<file path="config.mk">
export PLATFORM = sky130hd
export DESIGN_NAME = agc_lock_ctrl
export DESIGN_NICKNAME = d
export VERILOG_FILES = /design/src/rtl/agc_pkg.sv /design/src/rtl/agc_sync.sv /design/src/rtl/agc_release_timer.sv /design/src/rtl/agc_mode_fsm.sv /design/src/rtl/agc_lock_ctrl.sv
export SDC_FILE = /design/constraint.sdc
export NUM_CORES = 1
export LEC_CHECK = 0
export ABC_AREA = 1
export ABC_CLOCK_PERIOD_IN_PS = 2000
export BUFFER_PORTS_ARGS = -buffer_cell sky130_fd_sc_hd__buf_2
export CORE_ASPECT_RATIO = 0.6
export CORE_MARGIN = 5
export CORE_UTILIZATION = 52
export DETAILED_ROUTE_END_ITERATION = 8
export PLACE_DENSITY_LB_ADDON = 0.3
export REMOVE_ABC_BUFFERS = 1
export SLEW_MARGIN = 25
export SYNTH_ARGS = -nofsm -noshare
export SYNTH_HDL_FRONTEND = slang
export SYNTH_SLANG_ARGS = --single-unit
</file>
<file path="constraint.sdc">
create_clock -name clk -period 2 [get_ports clk]
set_input_delay 0.1 -clock clk [delete_from_list [all_inputs] [get_ports clk]]
set_output_delay 0.1 -clock clk [all_outputs]
set_load 0.02 [all_outputs]
</file>
<file path="src/rtl/agc_pkg.sv">
package agc_pkg;
  typedef enum logic [1:0] {
    MODE_OFF   = 2'd0,
    MODE_AUTO  = 2'd1,
    MODE_HOLD  = 2'd2,
    MODE_FORCE = 2'd3
  } agc_mode_e;
endpackage

</file>
<file path="src/rtl/agc_sync.sv">
module agc_sync #(
  parameter int W      = 4,
  parameter int STAGES = 2
) (
  input  logic         clk,
  input  logic         rst_n,
  input  logic [W-1:0] d_i,
  output logic [W-1:0] q_o
);
  logic [STAGES-1:0][W-1:0] chain_q;

  always_ff @(posedge clk or negedge rst_n) begin
    if (!rst_n) chain_q[0] <= '0;
    else        chain_q[0] <= d_i;
  end

  for (genvar s = 1; s < STAGES; s++) begin : g_stage
    always_ff @(posedge clk or negedge rst_n) begin
      if (!rst_n) chain_q[s] <= '0;
      else        chain_q[s] <= chain_q[s-1];
    end
  end

  assign q_o = chain_q[STAGES-1];
endmodule

</file>
<file path="src/rtl/agc_release_timer.sv">
module agc_release_timer #(
  parameter int CYC = 100000
) (
  input  logic clk,
  input  logic rst_n,
  input  logic run_i,
  output logic done_o
);
  localparam int CNT_W = (CYC > 1) ? $clog2(CYC) : 1;
  localparam logic [CNT_W-1:0] LAST = CNT_W'(CYC - 1);

  logic [CNT_W-1:0] cnt_q, cnt_d;
  logic             cnt_en;

  always_comb begin
    done_o = run_i && (cnt_q == LAST);
    if (!run_i || done_o) cnt_d = '0;
    else                  cnt_d = cnt_q + 1'b1;
    cnt_en = run_i || (cnt_q != '0);
  end

  always_ff @(posedge clk or negedge rst_n) begin
    if (!rst_n)      cnt_q <= '0;
    else if (cnt_en) cnt_q <= cnt_d;
  end
endmodule

</file>
<file path="src/rtl/agc_mode_fsm.sv">
module agc_mode_fsm
  import agc_pkg::*;
(
  input  logic      clk,
  input  logic      rst_n,
  input  logic      pwr_s,
  input  logic      ctl_s,
  input  logic      above_s,
  input  logic      release_i,
  output agc_mode_e mode_o,
  output logic      gain_low_o
);
  agc_mode_e mode_q, mode_d;
  logic      gain_q, gain_d;
  logic      ctl_prev_q;
  logic      ctl_rise;
  logic      st_en;

  always_comb begin
    ctl_rise = ctl_s && !ctl_prev_q;
    mode_d   = mode_q;
    gain_d   = gain_q;
    if (!pwr_s) begin
      mode_d = MODE_OFF;
      gain_d = 1'b0;
    end else begin
      unique case (mode_q)
        MODE_OFF: begin
          mode_d = ctl_s ? MODE_FORCE : MODE_AUTO;
          gain_d = 1'b0;
        end
        MODE_AUTO: begin
          if (ctl_rise)                 mode_d = MODE_HOLD;
          else if (!gain_q && above_s)  gain_d = 1'b1;
          else if (gain_q && release_i) gain_d = 1'b0;
        end
        MODE_HOLD: begin
          if (!ctl_s) mode_d = MODE_AUTO;
        end
        MODE_FORCE: begin
          gain_d = 1'b0;
          if (!ctl_s) mode_d = MODE_AUTO;
        end
        default: mode_d = MODE_OFF;
      endcase
    end
    st_en = (mode_d != mode_q) || (gain_d != gain_q);
  end

  always_ff @(posedge clk or negedge rst_n) begin
    if (!rst_n) begin
      mode_q <= MODE_OFF;
      gain_q <= 1'b0;
    end else if (st_en) begin
      mode_q <= mode_d;
      gain_q <= gain_d;
    end
  end

  always_ff @(posedge clk or negedge rst_n) begin
    if (!rst_n) ctl_prev_q <= 1'b0;
    else        ctl_prev_q <= ctl_s;
  end

  assign mode_o     = mode_q;
  assign gain_low_o = gain_q;
endmodule

</file>
<file path="src/rtl/agc_lock_ctrl.sv">
module agc_lock_ctrl
  import agc_pkg::*;
#(
  parameter int RELEASE_CYC = 100000,
  parameter int SYNC_STAGES = 2
) (
  input  logic clk,
  input  logic rst_n,
  input  logic above_hi_i,
  input  logic below_lo_i,
  input  logic pwr_en_i,
  input  logic agc_ctl_i,
  output logic gain_low_o,
  output logic locked_o,
  output logic disabled_o
);
  localparam int NSYNC = 4;

  logic [NSYNC-1:0] raw_in, syn_in;
  logic             above_s, below_s, pwr_s, ctl_s;
  logic             timer_run, timer_done;
  logic             gain_q;
  agc_mode_e        mode_q;

  assign raw_in = {agc_ctl_i, pwr_en_i, below_lo_i, above_hi_i};

  agc_sync #(.W(NSYNC), .STAGES(SYNC_STAGES)) u_sync (
    .clk   (clk),
    .rst_n (rst_n),
    .d_i   (raw_in),
    .q_o   (syn_in)
  );

  assign above_s = syn_in[0];
  assign below_s = syn_in[1];
  assign pwr_s   = syn_in[2];
  assign ctl_s   = syn_in[3];

  // count only while automatic, low gain, and below the lower threshold
  assign timer_run = (mode_q == MODE_AUTO) && gain_q && below_s;

  agc_release_timer #(.CYC(RELEASE_CYC)) u_timer (
    .clk    (clk),
    .rst_n  (rst_n),
    .run_i  (timer_run),
    .done_o (timer_done)
  );

  agc_mode_fsm u_fsm (
    .clk        (clk),
    .rst_n      (rst_n),
    .pwr_s      (pwr_s),
    .ctl_s      (ctl_s),
    .above_s    (above_s),
    .release_i  (timer_done),
    .mode_o     (mode_q),
    .gain_low_o (gain_q)
  );

  assign gain_low_o = gain_q;
  assign locked_o   = (mode_q == MODE_HOLD);
  assign disabled_o = (mode_q == MODE_FORCE);
endmodule

</file>
# Yosys cells after proc, flatten, opt, wreduce, memory -nomap -nowiden
# Cells that the tools add are included.
[word_totals]
regBits = 29
in_bits = 6
[op_classes]
n_addsub = 1
eq_ne = 6
mux = 11
reduce_logical = 16
[ops]
columns = ["operator", "count"]
rows = [
  ["adder 17 x 1 -> 17 bit, second input constant", 1],
  ["== test 17 bit, second input constant", 1],
  ["two-way mux 17 bit", 1],
  ["nonzero test 17 bit", 1],
  ["two-way mux 2 bit", 4],
  ["logical AND 1 bit", 6],
  ["case mux 2 bit (3 select lines)", 1],
  ["== test 2 bit, second input constant", 2],
  ["two-way mux 1 bit", 4],
  ["OR reduction 2 bit", 2],
  ["logical NOT 1 bit", 3],
  ["logical OR 1 bit", 3],
  ["== test 2 x 1 -> 1 bit, second input constant", 1],
  ["logical NOT 2 bit", 1],
  ["!= test 2 bit", 1],
  ["case mux 1 bit (2 select lines)", 1],
  ["!= test 1 bit", 1],
]

# Longest topological paths before layout
[logic_depth]
ltp_word = 12
depth_mapped = 8
depth_no_buf = 8

# Modules after synthesis
# From an unflattened synthesis, not the netlist that was laid out.
[hier_totals]
hier_cells = 192
hier_area_um2 = 1498.9
[modules_own_cells]
columns = ["module", "instances", "cells_per_inst", "area_per_inst_um2"]
rows = [
  ["agc_release_timer", 1, 148, 1043.5],
  ["agc_sync", 1, 12, 230.2],
  ["agc_mode_fsm", 1, 25, 196.4],
  ["agc_lock_ctrl", 1, 7, 28.8],
]

# Least setup slack after synthesis
# No wires, ideal clock.
[synth_timing]
kind = "register to register"
start = "reg u_timer.cnt_q[0]"
end = "reg u_timer.cnt_q[14]"
setup_time_ns = 0.119
t_arrival_ns = 1.243
required_time_ns = 1.881
setup_slack_ns = 0.638
stages_incl_launch_ff = 8
period_less_slack_ns = 1.362
path_cell_list = "dfrtp_1 > ha_1 > nand2_1 > nor2_1 > nand3_1 > nor2_1 > xor2_1 > nor2_2"
[synth_via]
elab_chain_cells = 4
[synth_lines]
columns = ["item", "line_no", "rtl"]
rows = [
  ["start: declaration", "agc_release_timer.sv:12", "logic [CNT_W-1:0] cnt_q, cnt_d;"],
  ["start signal: assignment", "agc_release_timer.sv:24", "else if (cnt_en) cnt_q <= cnt_d;"],
  ["parallel branches: the longest is 4 deep, another holds adder 17 x 1 -> 17 bit", "--", ""],
]
# Parallel ways; which one is timed is not known.
# A chain may end at the register's enable or synchronous reset.

# Worst setup path after layout
# Ends and elaborated chain as after synthesis.

==> run summary <==
The die width came out at 79.2 µm. Net switching is 23.5% of the power. The worst relative slew slack is 58.6%. The maximum number of pins on one net before global-route repair is 30. The share of total power in sequential cells is 50.4%. The number of rows created at floorplan came out at 15. The worst-skew pair later-pin latency is 0.29 ns.

The end-of-flow core utilization is 60.7%. For this run, the top clock speed supported by timing is 0.640 GHz. The logic gate share of total power came out at 7.3%. The summed instance area of the synthesized netlist came out at 1490 µm². The cell-internal power came out at 955 µW. The number of failing hold endpoints at the final stage is 0. The routed via count divided by cell count is 5.34. The worst path meets setup with 0.438 ns of slack.

The number of pins exceeding their max-slew limit in the final report came out at 0. Synthesis inferred 29 register bits. The area inside the core boundary came out at 2820 µm². The detailed-route via count is 1229. The switching power summed over all nets is 293 µW.

The total wire length after detailed routing came out at 3210 µm. The floorplan die area is 4080 µm². Setup total negative slack on the finished layout was measured at 0 ns. The first-pass GRT wire length is 5630 µm. The maximum buffer depth of the clock tree came out at 2. Averaged over all synthesized cells, the footprint is 8.49 µm².

The area growth from synthesis to layout came out at 14.3%. Port buffering added 8 buffers. The number of buffers created by CTS came out at 5. The worst hold margin came out at 0.347 ns.

The number of nets in the layout is 203. The quantity of gates resized following cts came out at 0. The initial antenna violation count is 0.

The tool flagged a number of max-cap violations equal to 0. The total overflow reported by the global router is 0. The required time of the critical path came out at 2.17 ns. The register clock-pin slew on the reported worst setup and hold paths is 0.06 ns. The part of the Yosys area used for sequential elements is 48.6%. The peak supply drop is 586 µV. The number of clock sinks came out at 29. Cells with a size suffix above 1 make up 18.4% of the layout. The worst setup path is captured at a flop.

The final-layout fill cell count came out at 246. The time the final worst path needs with I/O delays and setup is 1.56 ns. Routability-driven placement finished with a final weighted congestion of 0.907. With fillers left out, the area of the finished cells amounts to 1710 µm². The final setup violation count came out at 0. The detail-routed net length per standard cell came out at 14.0 µm.

The number of I/O pins came out at 9. The TritonCTS clock tree is yes. Setup repair after global routing left no endpoint under its margin. The power per unit of standard cell area is 731 nW/µm². After detailed placement, the total cell area comes to 1560 µm². The fraction of the cycle the final worst path needs came out at 78.1%. The H-tree level count is 2. In this run the clock root is driven by a clkbuf_8. The pre-CTS worst setup slack came out at 0.472 ns.

STA classifies the critical path startpoint as a flop. The first detailed-routing pass took 4 iterations. The worst hold path belongs to the class reg -> reg. The critical path data arrival time came out at 1.73 ns. The post-detailed-placement half-perimeter wirelength is 2430 µm. The clock network fraction of total power is 42.3%. Synthesis produced a netlist whose cell count is 176. The post-detailed-route count of antenna-violating nets came out at 0. In this run, the number of DRC markers left after iteration 0 of detailed routing was 168. The antenna diode count came out at 0. The leakage power figure is 0.740 nW.

The flow ran to the end, and the final reports show no timing, DRC or antenna violations. Across every metal layer, demand over resource in global routing totals 19.1%. The slew at the pin closest to its max-slew limit is 0.621 ns. The initial core utilization is 53.1%. Leaving out fill and tap cells, the most frequent cell in the layout is nand2_1. Along the worst path, the maximum fanout reaches 5.

The type of the setup path with the least slack is reg -> reg. The total of warnings raised by yosys is 0. The floorplan step set the die height to 51.5 µm. The worst setup skew after layout is 0.00432 ns.

The number of DRC violations after detailed routing came out at 0. The count of different cell masters after synthesis is 22. In the layout the commonest cells are nand2_1 (31), dfrtp_1 (29), nor2_1 (26). The number of global-route vias before repair is 1137.
==> through the flow <==
step                instances  total power [mW]
detailed placement        217             0.723
CTS                       230              1.26
floorplan                 175             0.684
global route              230              1.30
finish                    230              1.25
global placement          217             0.717
==> worst max-delay path: stages (launching register included) <==
cell and delay [ns]:
dfrtp_1 0.40, ha_1 0.27, nand2_1 0.10, nor2_1 0.20, nand3_1 0.12, nor2_1 0.13
xor2_1 0.18, nor2_2 0.04
==> per-layer routing <==
| layer | vias to the layer above | wire (µm) | GRT usage [%] |
|---|---|---|---|
| li1 | 600 | - | - |
| met1 | 573 | 1590 | 29.5 |
| met2 | 49 | 1280 | 23.2 |
| met3 | 7 | 270 | 5.88 |
| met4 | 0 | 66 | 9.43 |
| met5 | - | 0 | 0 |
==> state kept, by name, summed over array words and instances (netlist names) <==
| name | count |
|---|---|
| u_fsm.ctl_prev_q | 1 |
| u_sync.chain_q | 4 |
| u_sync.q_o | 4 |
| u_fsm.gain_low_o | 1 |
| u_timer.cnt_q | 17 |
| u_fsm.mode_o | 2 |
==> worst paths after layout <==
check                      slack, ns               from  depth (start not counted)                end
max reg2reg                     0.44   u_timer.cnt_q[0]                          7  u_timer.cnt_q[14]
min reg2reg                     0.35  u_sync.chain_q[2]                          0      u_sync.q_o[2]
max in group asynchronous       1.23              rst_n                          2   u_fsm.gain_low_o
max                             0.44   u_timer.cnt_q[0]                          7  u_timer.cnt_q[14]
min in group asynchronous       0.37              rst_n                          2   u_timer.cnt_q[8]
min                             0.35  u_sync.chain_q[2]                          0      u_sync.q_o[2]
==> power by group through the flow <==
stage	clock network (mW)	logic, mW	registers (mW)
5_1_grt	0.567	0.104	0.633
6_report	0.528	0.0916	0.629
2_1_floorplan	0	0.0496	0.635
3_3_place_gp	0	0.0803	0.636
4_1_cts	0.539	0.0922	0.628
3_5_place_dp	0	0.0843	0.638
==> cells in the mapped netlist, drive strengths merged <==
cell    count  area share [%]
a21oi       4             1.6
ha          2             1.7
xor2        6             3.5
nand3      17             6.4
nand2      32             8.5
nor2       34             9.9
clkinv      1            0.25
a221oi      1            0.59
o21ai       4             1.3
dfrtp      29              49
buf         1             1.3
nor3       17             8.5
inv        23             5.8
nand4       5             2.1
==> cells by family (layout without fill, tap and decap cells) <==
kind of cell / after synthesis / count (layout) / share of synthesized area, %
AND/OR/NAND/NOR: 105 / 105 / 35.3
XOR/XNOR: 6 / 6 / 3.52
adder cells (fa/ha/maj): 2 / 2 / 1.67
buffers and inverters: 25 / 45 / 7.37
AO/OA/AOI/OAI: 9 / 9 / 3.52
flip-flops: 29 / 29 / 48.6
==> cell type report <==
class                      instances  area [µm²]  area share [%]
multi-input combinational        122         658            38.5
timing repair buffer              13        90.1            5.27
inverter                          24        90.1            5.27
clock buffer                       7        96.3            5.64
tap                               34        42.5            2.49
sequential                        29         726            42.5
clock inverter                     1        5.00           0.293
==> what timing repair did <==
| action | CTS | global route |
|---|---|---|
| buffers inserted | 0 | 0 |
| endpoints found under the hold margin | 33 | 0 |
| hold buffers | 5 | 0 |
Power figures use the tool's default switching activity.
